### src/rtl/dfp_pkg.sv
package dfp_pkg;
  typedef enum logic {POL_NEG = 1'b0, POL_POS = 1'b1} pol_t;
  typedef enum logic {DIV_IDLE = 1'b0, DIV_RUN = 1'b1} div_state_t;
endpackage

### src/rtl/dfp_divider.sv
module dfp_divider
  import dfp_pkg::*;
#(
  parameter int NW = 28,
  parameter int DW = 16
) (
  input  logic          clk,
  input  logic          rst,
  input  logic          start,
  input  logic [NW-1:0] num,
  input  logic [DW-1:0] den,
  output logic          done,
  output logic [NW-1:0] quot
);
  localparam int STW = $clog2(NW + 1);

  div_state_t     st;
  logic [NW-1:0]  num_sh, num_hold, q_r;
  logic [DW:0]    rem;
  logic [DW-1:0]  den_r;
  logic [STW-1:0] step;
  logic [DW:0]    trial;

  always_comb trial = {rem[DW-1:0], num_sh[NW-1]};

  always_ff @(posedge clk) begin
    if (rst) begin
      st <= DIV_IDLE; done <= 1'b0; num_sh <= '0; num_hold <= '0;
      q_r <= '0; rem <= '0; den_r <= '0; step <= '0;
    end else begin
      done <= 1'b0;
      if (start) begin
        num_sh <= num; num_hold <= num; den_r <= den;
        rem <= '0; q_r <= '0; step <= '0; st <= DIV_RUN;
      end else if (st == DIV_RUN) begin
        num_sh <= num_sh << 1;
        if (trial >= {1'b0, den_r}) begin
          rem <= trial - {1'b0, den_r};
          q_r <= {q_r[NW-2:0], 1'b1};
        end else begin
          rem <= trial;
          q_r <= {q_r[NW-2:0], 1'b0};
        end
        if (step == STW'(NW - 1)) begin
          st <= DIV_IDLE;
          done <= 1'b1;
        end
        step <= step + 1'b1;
      end
    end
  end

  assign quot = q_r;

  // Quotient is exact floor division: q*d <= n < (q+1)*d (feeds R2, R3)
  logic [NW+DW-1:0] prod_chk, num_w, den_w;
  assign prod_chk = quot * den_r;
  assign num_w    = {{DW{1'b0}}, num_hold};
  assign den_w    = {{NW{1'b0}}, den_r};
  assert_quot_exact_R2: assert property (@(posedge clk) disable iff (rst)
    done |-> (prod_chk <= num_w) && ((num_w - prod_chk) < den_w));
endmodule

### src/rtl/dfp_combine.sv
module dfp_combine
  import dfp_pkg::*;
#(
  parameter int F      = 12,
  parameter int NW     = 28,
  parameter int DCW    = 14,
  parameter int PERIOD = 10000,
  parameter int TW     = 14
) (
  input  logic                  clk,
  input  logic                  rst,
  input  logic                  load,
  input  logic [NW-1:0]         quot,
  input  pol_t                  pol,
  input  logic signed [DCW-1:0] corr,
  output logic [TW-1:0]         thr
);
  localparam int ONE   = 1 << F;
  localparam int BASEW = (F + 2 > DCW) ? F + 2 : DCW;
  localparam int SW    = BASEW + 1;
  localparam int PW    = F + 1 + TW;

  logic [F:0]           q_sat, duty;
  logic signed [SW-1:0] ratio_s, ff, corr_s, sum;
  logic [PW-1:0]        prod;

  always_comb begin
    q_sat   = (quot > NW'(ONE)) ? (F+1)'(ONE) : quot[F:0];
    ratio_s = $signed({{(SW-F-1){1'b0}}, q_sat});
    ff      = (pol == POL_POS) ? (SW'(ONE) - ratio_s) : ratio_s;
    corr_s  = $signed({{(SW-DCW){corr[DCW-1]}}, corr});
    sum     = ff + corr_s;
    if (sum < 0)             duty = '0;
    else if (sum > SW'(ONE)) duty = (F+1)'(ONE);
    else                     duty = sum[F:0];
    prod = PW'(duty) * PW'(PERIOD);
  end

  always_ff @(posedge clk) begin
    if (rst)       thr <= '0;
    else if (load) thr <= TW'(prod >> F);
  end
endmodule

### src/rtl/dfp_pwm.sv
module dfp_pwm #(
  parameter int PERIOD = 10000,
  parameter int DEADT  = 50,
  parameter int TW     = 14
) (
  input  logic          clk,
  input  logic          rst,
  input  logic [TW-1:0] thr_in,
  input  logic          en,
  output logic          g_comp,
  output logic          g_main
);
  localparam int CW  = $clog2(PERIOD);
  localparam int DTW = $clog2(DEADT + 1);

  logic [CW-1:0]  cnt;
  logic [TW-1:0]  thr_act;
  logic [DTW-1:0] dt;
  logic           raw, raw_q, wrap, dt_full;

  always_comb begin
    wrap    = (cnt == CW'(PERIOD - 1));
    raw     = (TW'(cnt) < thr_act);
    dt_full = (dt == DTW'(DEADT));
  end

  always_ff @(posedge clk) begin
    if (rst) begin
      cnt <= '0; thr_act <= '0; raw_q <= 1'b0; dt <= '0;
      g_comp <= 1'b0; g_main <= 1'b0;
    end else begin
      cnt   <= wrap ? '0 : cnt + 1'b1;
      if (wrap) thr_act <= thr_in;
      raw_q <= raw;
      if (!en || (raw != raw_q)) dt <= '0;
      else if (!dt_full)         dt <= dt + 1'b1;
      g_main <= en && raw_q && dt_full;
      g_comp <= en && !raw_q && dt_full;
    end
  end

  // checker state: consecutive cycles with both gates low
  logic [DTW-1:0] gap;
  always_ff @(posedge clk) begin
    if (rst)                  gap <= '0;
    else if (g_comp | g_main) gap <= '0;
    else if (gap != DTW'(DEADT)) gap <= gap + 1'b1;
  end

  assert_no_overlap_R6: assert property (@(posedge clk) disable iff (rst)
    !(g_comp && g_main));
  assert_main_deadtime_R6: assert property (@(posedge clk) disable iff (rst)
    $rose(g_main) |-> (gap >= DTW'(DEADT)));
  assert_comp_deadtime_R6: assert property (@(posedge clk) disable iff (rst)
    $rose(g_comp) |-> (gap >= DTW'(DEADT)));
  assert_off_when_disabled_R7: assert property (@(posedge clk) disable iff (rst)
    !en |=> (!g_comp && !g_main));
  assert_thr_at_wrap_R9: assert property (@(posedge clk) disable iff (rst)
    (thr_act != $past(thr_act)) |-> $past(wrap));
endmodule

### src/rtl/ff_duty_pwm.sv
module ff_duty_pwm
  import dfp_pkg::*;
#(
  parameter int W       = 16,
  parameter int F       = 12,
  parameter int DCW     = F + 2,
  parameter int PERIOD  = 10000,
  parameter int DEADT   = 50,
  parameter int VDC_MIN = 64
) (
  input  logic                  clk,
  input  logic                  rst,
  input  logic                  sample_stb,
  input  logic signed [W-1:0]   grid_v,
  input  logic signed [W-1:0]   bus_v,
  input  logic signed [DCW-1:0] pi_duty,
  input  logic                  pol_pos,
  input  logic                  pol_neg,
  input  logic                  force_off,
  output logic                  gate_comp,
  output logic                  gate_main
);
  localparam int NW = W + F;
  localparam int TW = $clog2(PERIOD + 1);

  logic [W-1:0]          grid_mag, bus_eff;
  logic [NW-1:0]         num, quot;
  logic                  div_done, en;
  pol_t                  pol_lat;
  logic signed [DCW-1:0] corr_lat;
  logic [TW-1:0]         thr_pend;

  always_comb begin
    grid_mag = grid_v[W-1] ? (~grid_v + 1'b1) : grid_v;
    bus_eff  = ($signed(bus_v) < $signed(W'(VDC_MIN))) ? W'(VDC_MIN) : bus_v;
    num      = {grid_mag, {F{1'b0}}};
    en       = (pol_pos ^ pol_neg) & ~force_off;
  end

  always_ff @(posedge clk) begin
    if (rst) begin
      pol_lat  <= POL_NEG;
      corr_lat <= '0;
    end else if (sample_stb) begin
      pol_lat  <= pol_pos ? POL_POS : POL_NEG;
      corr_lat <= pi_duty;
    end
  end

  dfp_divider #(.NW(NW), .DW(W)) u_div (
    .clk(clk), .rst(rst), .start(sample_stb), .num(num), .den(bus_eff),
    .done(div_done), .quot(quot)
  );

  dfp_combine #(.F(F), .NW(NW), .DCW(DCW), .PERIOD(PERIOD), .TW(TW)) u_comb (
    .clk(clk), .rst(rst), .load(div_done), .quot(quot), .pol(pol_lat),
    .corr(corr_lat), .thr(thr_pend)
  );

  dfp_pwm #(.PERIOD(PERIOD), .DEADT(DEADT), .TW(TW)) u_pwm (
    .clk(clk), .rst(rst), .thr_in(thr_pend), .en(en),
    .g_comp(gate_comp), .g_main(gate_main)
  );
endmodule

### config.mk
export PLATFORM = sky130hd
export DESIGN_NAME = ff_duty_pwm
export DESIGN_NICKNAME = d
export VERILOG_FILES = /design/src/rtl/dfp_pkg.sv /design/src/rtl/dfp_divider.sv /design/src/rtl/dfp_combine.sv /design/src/rtl/dfp_pwm.sv /design/src/rtl/ff_duty_pwm.sv
export SDC_FILE = /design/constraint.sdc
export NUM_CORES = 1
export LEC_CHECK = 0
export BUFFER_PORTS_ARGS = -buffer_cell sky130_fd_sc_hd__buf_2
export CAP_MARGIN = 10
export CORE_ASPECT_RATIO = 0.6
export CORE_MARGIN = 10
export CORE_UTILIZATION = 25
export CTS_CLUSTER_SIZE = 30
export DETAILED_ROUTE_END_ITERATION = 12
export HOLD_SLACK_MARGIN = 0.15
export PLACE_DENSITY = 0.45
export SYNTH_ARGS = -nofsm -noshare
export SYNTH_HDL_FRONTEND = slang
export SYNTH_SLANG_ARGS = --single-unit
### constraint.sdc
create_clock -name clk -period 19.8 [get_ports clk]
set_input_delay 1.98 -clock clk [delete_from_list [all_inputs] [get_ports clk]]
set_output_delay 1.98 -clock clk [all_outputs]
set_load 0.05 [all_outputs]
==> Word level (Yosys, flattened, before mapping) <==
Index checks and enable logic that the tools add are counted.
Widths: inputs -> output; s select.
{ "totals": {"ff_bits": 149, "wordCells": 66, "memories": 0, "latchBits": 0, "ram_bits": 0, "input_bits": 52, "romBits": 0} }
{ "classes": {"reduce_logical": 12, "n_addsub": 7, "n_eq_ne": 4, "n_div": 0, "order_cmp": 6, "bitwise": 5, "n_mul": 1, "n_shift": 0, "n_mux": 15} }
{ "ops": {"columns": ["operator", "count"], "rows": [
  ["$mux 28", 2],
  ["$mux 16", 3],
  ["$mux 13", 3],
  ["$gt 28x13->1 const B", 1],
  ["$mul 13x10->22 const B", 1],
  ["$ge 17x16->1", 1],
  ["$add 16x1->16 const B", 1],
  ["$lt 16x8->1 const B", 1],
  ["$not 16->16", 1],
  ["$sub 16x16->16", 1],
  ["$add 15x14->15", 1],
  ["$gt 15x14->1 const B", 1],
  ["$lt 15x1->1 const B", 1],
  ["$mux 15", 1],
  ["$add 14x1->14 const B", 1],
  ["$eq 14x14->1 const B", 1],
  ["$lt 14x14->1", 1],
  ["$sub 13x13->14 const A", 1],
  ["$add 6x1->6 const B", 1],
  ["$eq 6x6->1 const B", 1],
  ["$mux 1", 6],
  ["$reduce_or 2->1", 3],
  ["$add 5x1->5 const B", 1],
  ["$eq 5x5->1 const B", 1],
  ["9 further kinds", 14]
]} }

==> Depth between registers and ports, before layout <==
{ "logic_depth": {"ltp_word": 9, "ltp_mapped": 45} }

==> Modules after synthesis <==
Synthesis repeated with hierarchy kept, for this count alone.
{ "unflattened": {"hier_cells": 1340, "hier_area_um2": 11305.8} }
{ "by_module_without_submodules": {"columns": ["mod", "instances", "area_each_um2", "seq_area_each_um2", "cells_each"], "rows": [
  ["dfp_divider", 1, 4624.4, 1901.8, 530],
  ["dfp_combine", 1, 3841.2, 280.3, 471],
  ["dfp_pwm", 1, 1851.8, 740.7, 225],
  ["ff_duty_pwm", 1, 988.4, 300.3, 114]
]} }

==> Least setup slack after synthesis <==
No wires, ideal clock.
{ "synth_timing": {"path_type": "register to register", "from": "reg u_div.q_r[9], in the netlist u_div.quot[9]", "to": "reg u_comb.thr[13]", "period_less_slack_ps": 9440, "t_arrival_ps": 9320, "path_stages_with_launch": 45, "t_required_ps": 19680, "setup_ps": 120, "setup_slack_ps": 10360, "path_buffers": 2, "cell_sequence": "dfxtp_1 -> or4_1 -> nor4_1 -> nand2_1 -> a21oi_1 -> clkbuf_1 -> and2_1 -> inv_1 -> ha_1 -> nor2b_1 -> clkbuf_1 -> nor2_1 -> a41o_1 -> a21oi_1 -> ha_1 -> o211a_1 -> o21a_1 -> o21ai_0 -> (+9 left out) -> inv_1 -> fa_1 -> inv_1 -> ha_1 -> inv_1 -> fa_1 -> inv_1 -> ha_1 -> and4_1 -> nor2b_1 -> o21ai_0 -> nand3_1 -> a32oi_1 -> o311ai_4 -> a21oi_2 -> o21bai_2 -> and4_1 -> o31a_1"} }
{ "synth_via": {"elab_chain_cells": 9} }
{ "synth_rtl": {"columns": ["item", "line_no", "source"], "rows": [
  ["start, declared", "dfp_divider.sv:18", "logic [NW-1:0] num_sh, num_hold, q_r;"],
  ["start signal, assigned", "dfp_divider.sv:39", "q_r <= {q_r[NW-2:0], 1'b1};"],
  ["start signal, assigned", "dfp_divider.sv:42", "q_r <= {q_r[NW-2:0], 1'b0};"],
  ["$gt 28x13->1", "dfp_combine.sv:28", "q_sat = (quot > NW'(ONE)) ? (F+1)'(ONE) : quot[F:0];"],
  ["$mux 13 (*)", "dfp_combine.sv:28", null],
  ["$sub 13x13->14", "dfp_combine.sv:30", "ff = (pol == POL_POS) ? (SW'(ONE) - ratio_s) : ratio_s;"],
  ["$mux 15 (*)", "dfp_combine.sv:30", null],
  ["$add 15x14->15 (*)", "dfp_combine.sv:32", "sum = ff + corr_s;"],
  ["$gt 15x14->1", "dfp_combine.sv:34", "else if (sum > SW'(ONE)) duty = (F+1)'(ONE);"],
  ["$mux 13", "dfp_combine.sv:34", null],
  ["$mux 13 (*)", "dfp_combine.sv:33", "if (sum < 0) duty = '0;"],
  ["$mul 13x10->22 (*)", "dfp_combine.sv:36", "prod = PW'(duty) * PW'(PERIOD);"],
  ["end signal, assigned", "dfp_combine.sv:41", "else if (load) thr <= TW'(prod >> F);"],
  ["end, declared", "dfp_combine.sv:16", "output logic [TW-1:0] thr"]
]} }
Mark *: on every way between the ends. The rest lies on a longest branch, timed or not.
A chain may end at the register's enable or synchronous reset.

==> Worst setup path in the final report <==
Ends and elaborated chain as after synthesis.

==> metrics.md <==
| Metric | Value |
|---|---|
| Vias per std cell | `4.617` |
| Non-Filler Instances | `1754` |
| Die Ht | `176.0 µm` |
| Placed Cells | `1722` |
| Post-Route WL | `about 26000 µm` |
| H-tree level count | `4` |
| Initial DRC Count | `474` |
| Post-synthesis cell count | `between 1000 and 1500` |
| Via count | `8098` |
| Reg-to-Reg Start | `u_div.quot[9]` |
| Pwr dens | `69.97 nW/µm²` |
| Design area | `~12000 µm²` |
| Max cap viols | `0` |
| Gpl congestion | `0.8382` |
| GRT Overall Usage | `0.1079` |
| Io pins | `54` |
| HPWL after detailed placement | `19570 µm` |
| # Post-CTS Setup Buffers | `0` |
| Post-route DRC | `0` |
| Crit path time final | `between 10 and 15 ns` |
| Post-Synthesis Cell Area | `10130 µm²` |
| Slew @ Worst Pin | `~1.0 ns` |
| Seq. cell area | `2987 µm²` |
| Levels on crit path | `42` |
| Gr ovfl total | `0` |
| Sw frac | `0.3021` |
| Diodes inserted | `0` |
| CP arrival | `11.49 ns` |
| Syn_area_per_cell | `8.639 µm²` |
| WP data required | `20.13 ns` |
| Ys flop type | `dfxtp_1` |
| Worst path slowest cell | `a21oi_1` |
| R2R depth | `42` |
| Lkg Pwr | `5.159 nW` |
| Fillers | `4334` |
| Area growth syn-to-layout | `14.25%` |
| Hold depth | `2` |
| Max stage delay on crit path | `0.84 ns` |
| First-pass GRT wire length | `42730 µm` |
| DRT Pass-1 Iters | `4` |
| Worst-Skew Late Latency | `0.45 ns` |
| Switching pwr | `0.0002447 W` |
| Clock Pin Slew Worst Setup and Hold Paths | `0.07 ns` |
| Multi-input gate area | `~6600 µm²` |
| Clock power frac | `0.424` |
| Status | `finished, final reports clean` |
| Clock root cell | `clkbuf_16` |
| Post-cts hold buffer count | `0` |
| Worst-path fanout max | `15` |
| CTS tree | `done` |
| Fin nets | `1399` |
| Post-CTS sizing | `0` |
| Cell Area, Placed | `10960 µm²` |
| Ys async rst share | `0` |
| Die W | `279.9 µm` |
| Post-DR wirelength/cell | `14.78 µm` |
| Worst setup path start | `u_div.quot[9]` |
| Worst path bufs/invs | `5` |
| Part of the power in registers | `0.390` |
| Register area share after synthesis | `0.2944` |
| Startpoint class of the critical path | `register` |
| Peak VDD IR | `0.05608 mV` |
| Worst hold path class | `reg -> reg` |
| Combinational share of power | `0.186` |
| Port Buffer Count | `53` |
| Syn Nets | `~1400` |
| RSZ-0062 raised after global routing | `no` |
| CTS sink cnt | `149` |
| Synth warn | `0` |
| Period utilisation layout | `0.5638` |
| End of the critical path | `u_comb.thr[13]` |
| Crit path kind | `reg -> reg` |
| Placeable Area | `between 40000 and 50000 µm²` |
| CTS Buf Count | `17` |
| Vias in the first global route | `7781` |
| Reg2Reg Setup Slack | `about 8.6 ns` |
| Clk buf depth | `2` |
| Largest net degree at the start of global routing | `81` |
| Slew Viols, Final | `0` |
| Fin. Hold Viols | `0` |
| CP endpoint kind | `register` |
| Share of layout cells above drive strength 1 | `0.1038` |
| Worst Hold Slack | `0.4671 ns` |
| R2R Path End | `u_comb.thr[13]` |
| Final setup viols | `0` |
| Max_slew headroom | `0.3069` |
| Sum Neg Setup Slack | `0 ns` |
| Max Fclk | `between 80 and 90 MHz` |
| Number of synthesized register bits | `149` |
| Power after layout | `0.0008100 W` |
| Cell Int Power | `0.0005653 W` |
| Die Area | `49250 µm²` |
| Rows | `57` |
| EDFF count, synth | `0` |
| Layout Skew | `0.01129 ns` |
| Starting Density | `0.2519` |
| Count of different cell masters after synthesis | `70` |
| Cell family contributing the most delay on the critical path | `compound AO/OA/AOI/OAI gates` |
| Initial antenna violation count | `0` |
| Routed Antenna Nets | `0` |
[sequential cells by signal, indices dropped and copies added (netlist names)]
name,flops
u_pwm.raw_q,1
u_pwm.cnt,14
u_div.st,1
u_div.quot,28
u_pwm.g_comp,1
u_pwm.thr_act,14
pol_lat,1
u_div.done,1
u_comb.thr,14
u_div.rem,16
u_div.step,5
u_div.num_sh,16
u_pwm.g_main,1
corr_lat,14
u_pwm.dt,6
u_div.den_r,16
[synthesized netlist by cell type, types with 8 or more instances]
cell	number	area (µm²)
a211oi_1	36	270.3
a21o_1	11	82.58
a21oi_1	39	195.2
a31oi_1	16	100.1
and3_1	17	106.4
buf_1	12	45.04
clkbuf_1	28	105.1
dfxtp_1	149	2983
fa_1	27	540.5
ha_1	110	1376
inv_1	102	382.9
mux2i_1	70	700.7
nand2_1	83	311.6
nand3_1	21	105.1
nand4_1	15	93.84
nor2_1	134	503.0
nor2b_1	22	137.6
nor3_1	18	90.09
nor4_1	8	50.05
o21ai_0	55	275.3
o31ai_1	8	60.06
or2_2	11	68.82
or3_1	8	50.05
xnor2_1	38	332.8
xor2_1	31	271.5
[power groups by stage]
stage | combinational, W | clock [W] | sequential [W]
after floorplan | 0.000111 | 0 | 0.000319
after global placement | 0.000151 | 0 | 0.000323
after detailed placement | 0.000149 | 0 | 0.000322
after CTS | 0.000151 | 0.000357 | 0.000316
after global routing | 0.000171 | 0.000372 | 0.000317
final | 0.000151 | 0.000344 | 0.000316
[per-stage QoR]
step                      setup WS [ns]  utilization
after floorplan                   10.36            -
after global placement            9.121       0.2725
after detailed placement          8.798       0.2725
after CTS                         8.744       0.2878
after global routing              7.657       0.2878
final                             8.637       0.2878
[metal layers]
layer  share of wire  track usage
met1            0.60       0.1725
met4          0.0076      0.02492
met2            0.36       0.1365
met5               0            0
met3           0.041      0.02663
[layout by cell type (no fill, tap or decap), drive strengths merged, types with 19 or more instances in the layout]
cell type and n:
dfxtp 149, ha 110, fa 27, o21ai 66, buf 60, a211oi 37, clkbuf 19, nor2 134
mux2i 70, xor2 31, nor2b 22, nand2 84, xnor2 38, nand3 21, a21oi 42, inv 108
[cell type report]
class,instances,area share
Clock buffer,19,0.03923
Clock inverter,13,0.01416
Inverter,102,0.03307
Multi-Input combinational cell,880,0.5707
Sequential cell,149,0.2580
Tap cell,531,0.05739
Timing Repair Buffer,60,0.02745
[cells by family after synthesis]
group / synth area share
and+or+nand+nor: 0.1790
AOI/OAI and AO/OA: 0.1532
DFF: 0.2944
buffers and inverters: 0.05359
adders and majority gates: 0.1892
muxes: 0.07063
xor gates and xnor gates: 0.05964
other: 0.0003701
[worst reg2reg max path: cells and delay by family, from the launching register on]
family / cells / cell delay (ns)
buf+inv: 5 / 0.23
xor+xnor: 1 / 0.26
fa+ha+maj: 8 / 3.01
flops: 1 / 0.36
compound gates: 14 / 3.70
simple gates: 14 / 3.51
[worst min-delay path by stage]
| stage | slack (ns) | endpoint | startpoint |
|---|---|---|---|
| after floorplan | 0.42 | u_pwm.g_comp | u_pwm.raw_q |
| after global placement | 0.46 | u_comb.thr[1] | u_comb.thr[1] |
| after global routing | 0.49 | u_comb.thr[1] | u_comb.thr[1] |
| final | 0.47 | u_comb.thr[1] | u_comb.thr[1] |
| after detailed placement | 0.46 | u_comb.thr[1] | u_comb.thr[1] |
| after CTS | 0.47 | u_comb.thr[1] | u_comb.thr[1] |
Power figures use the tool's default switching activity.
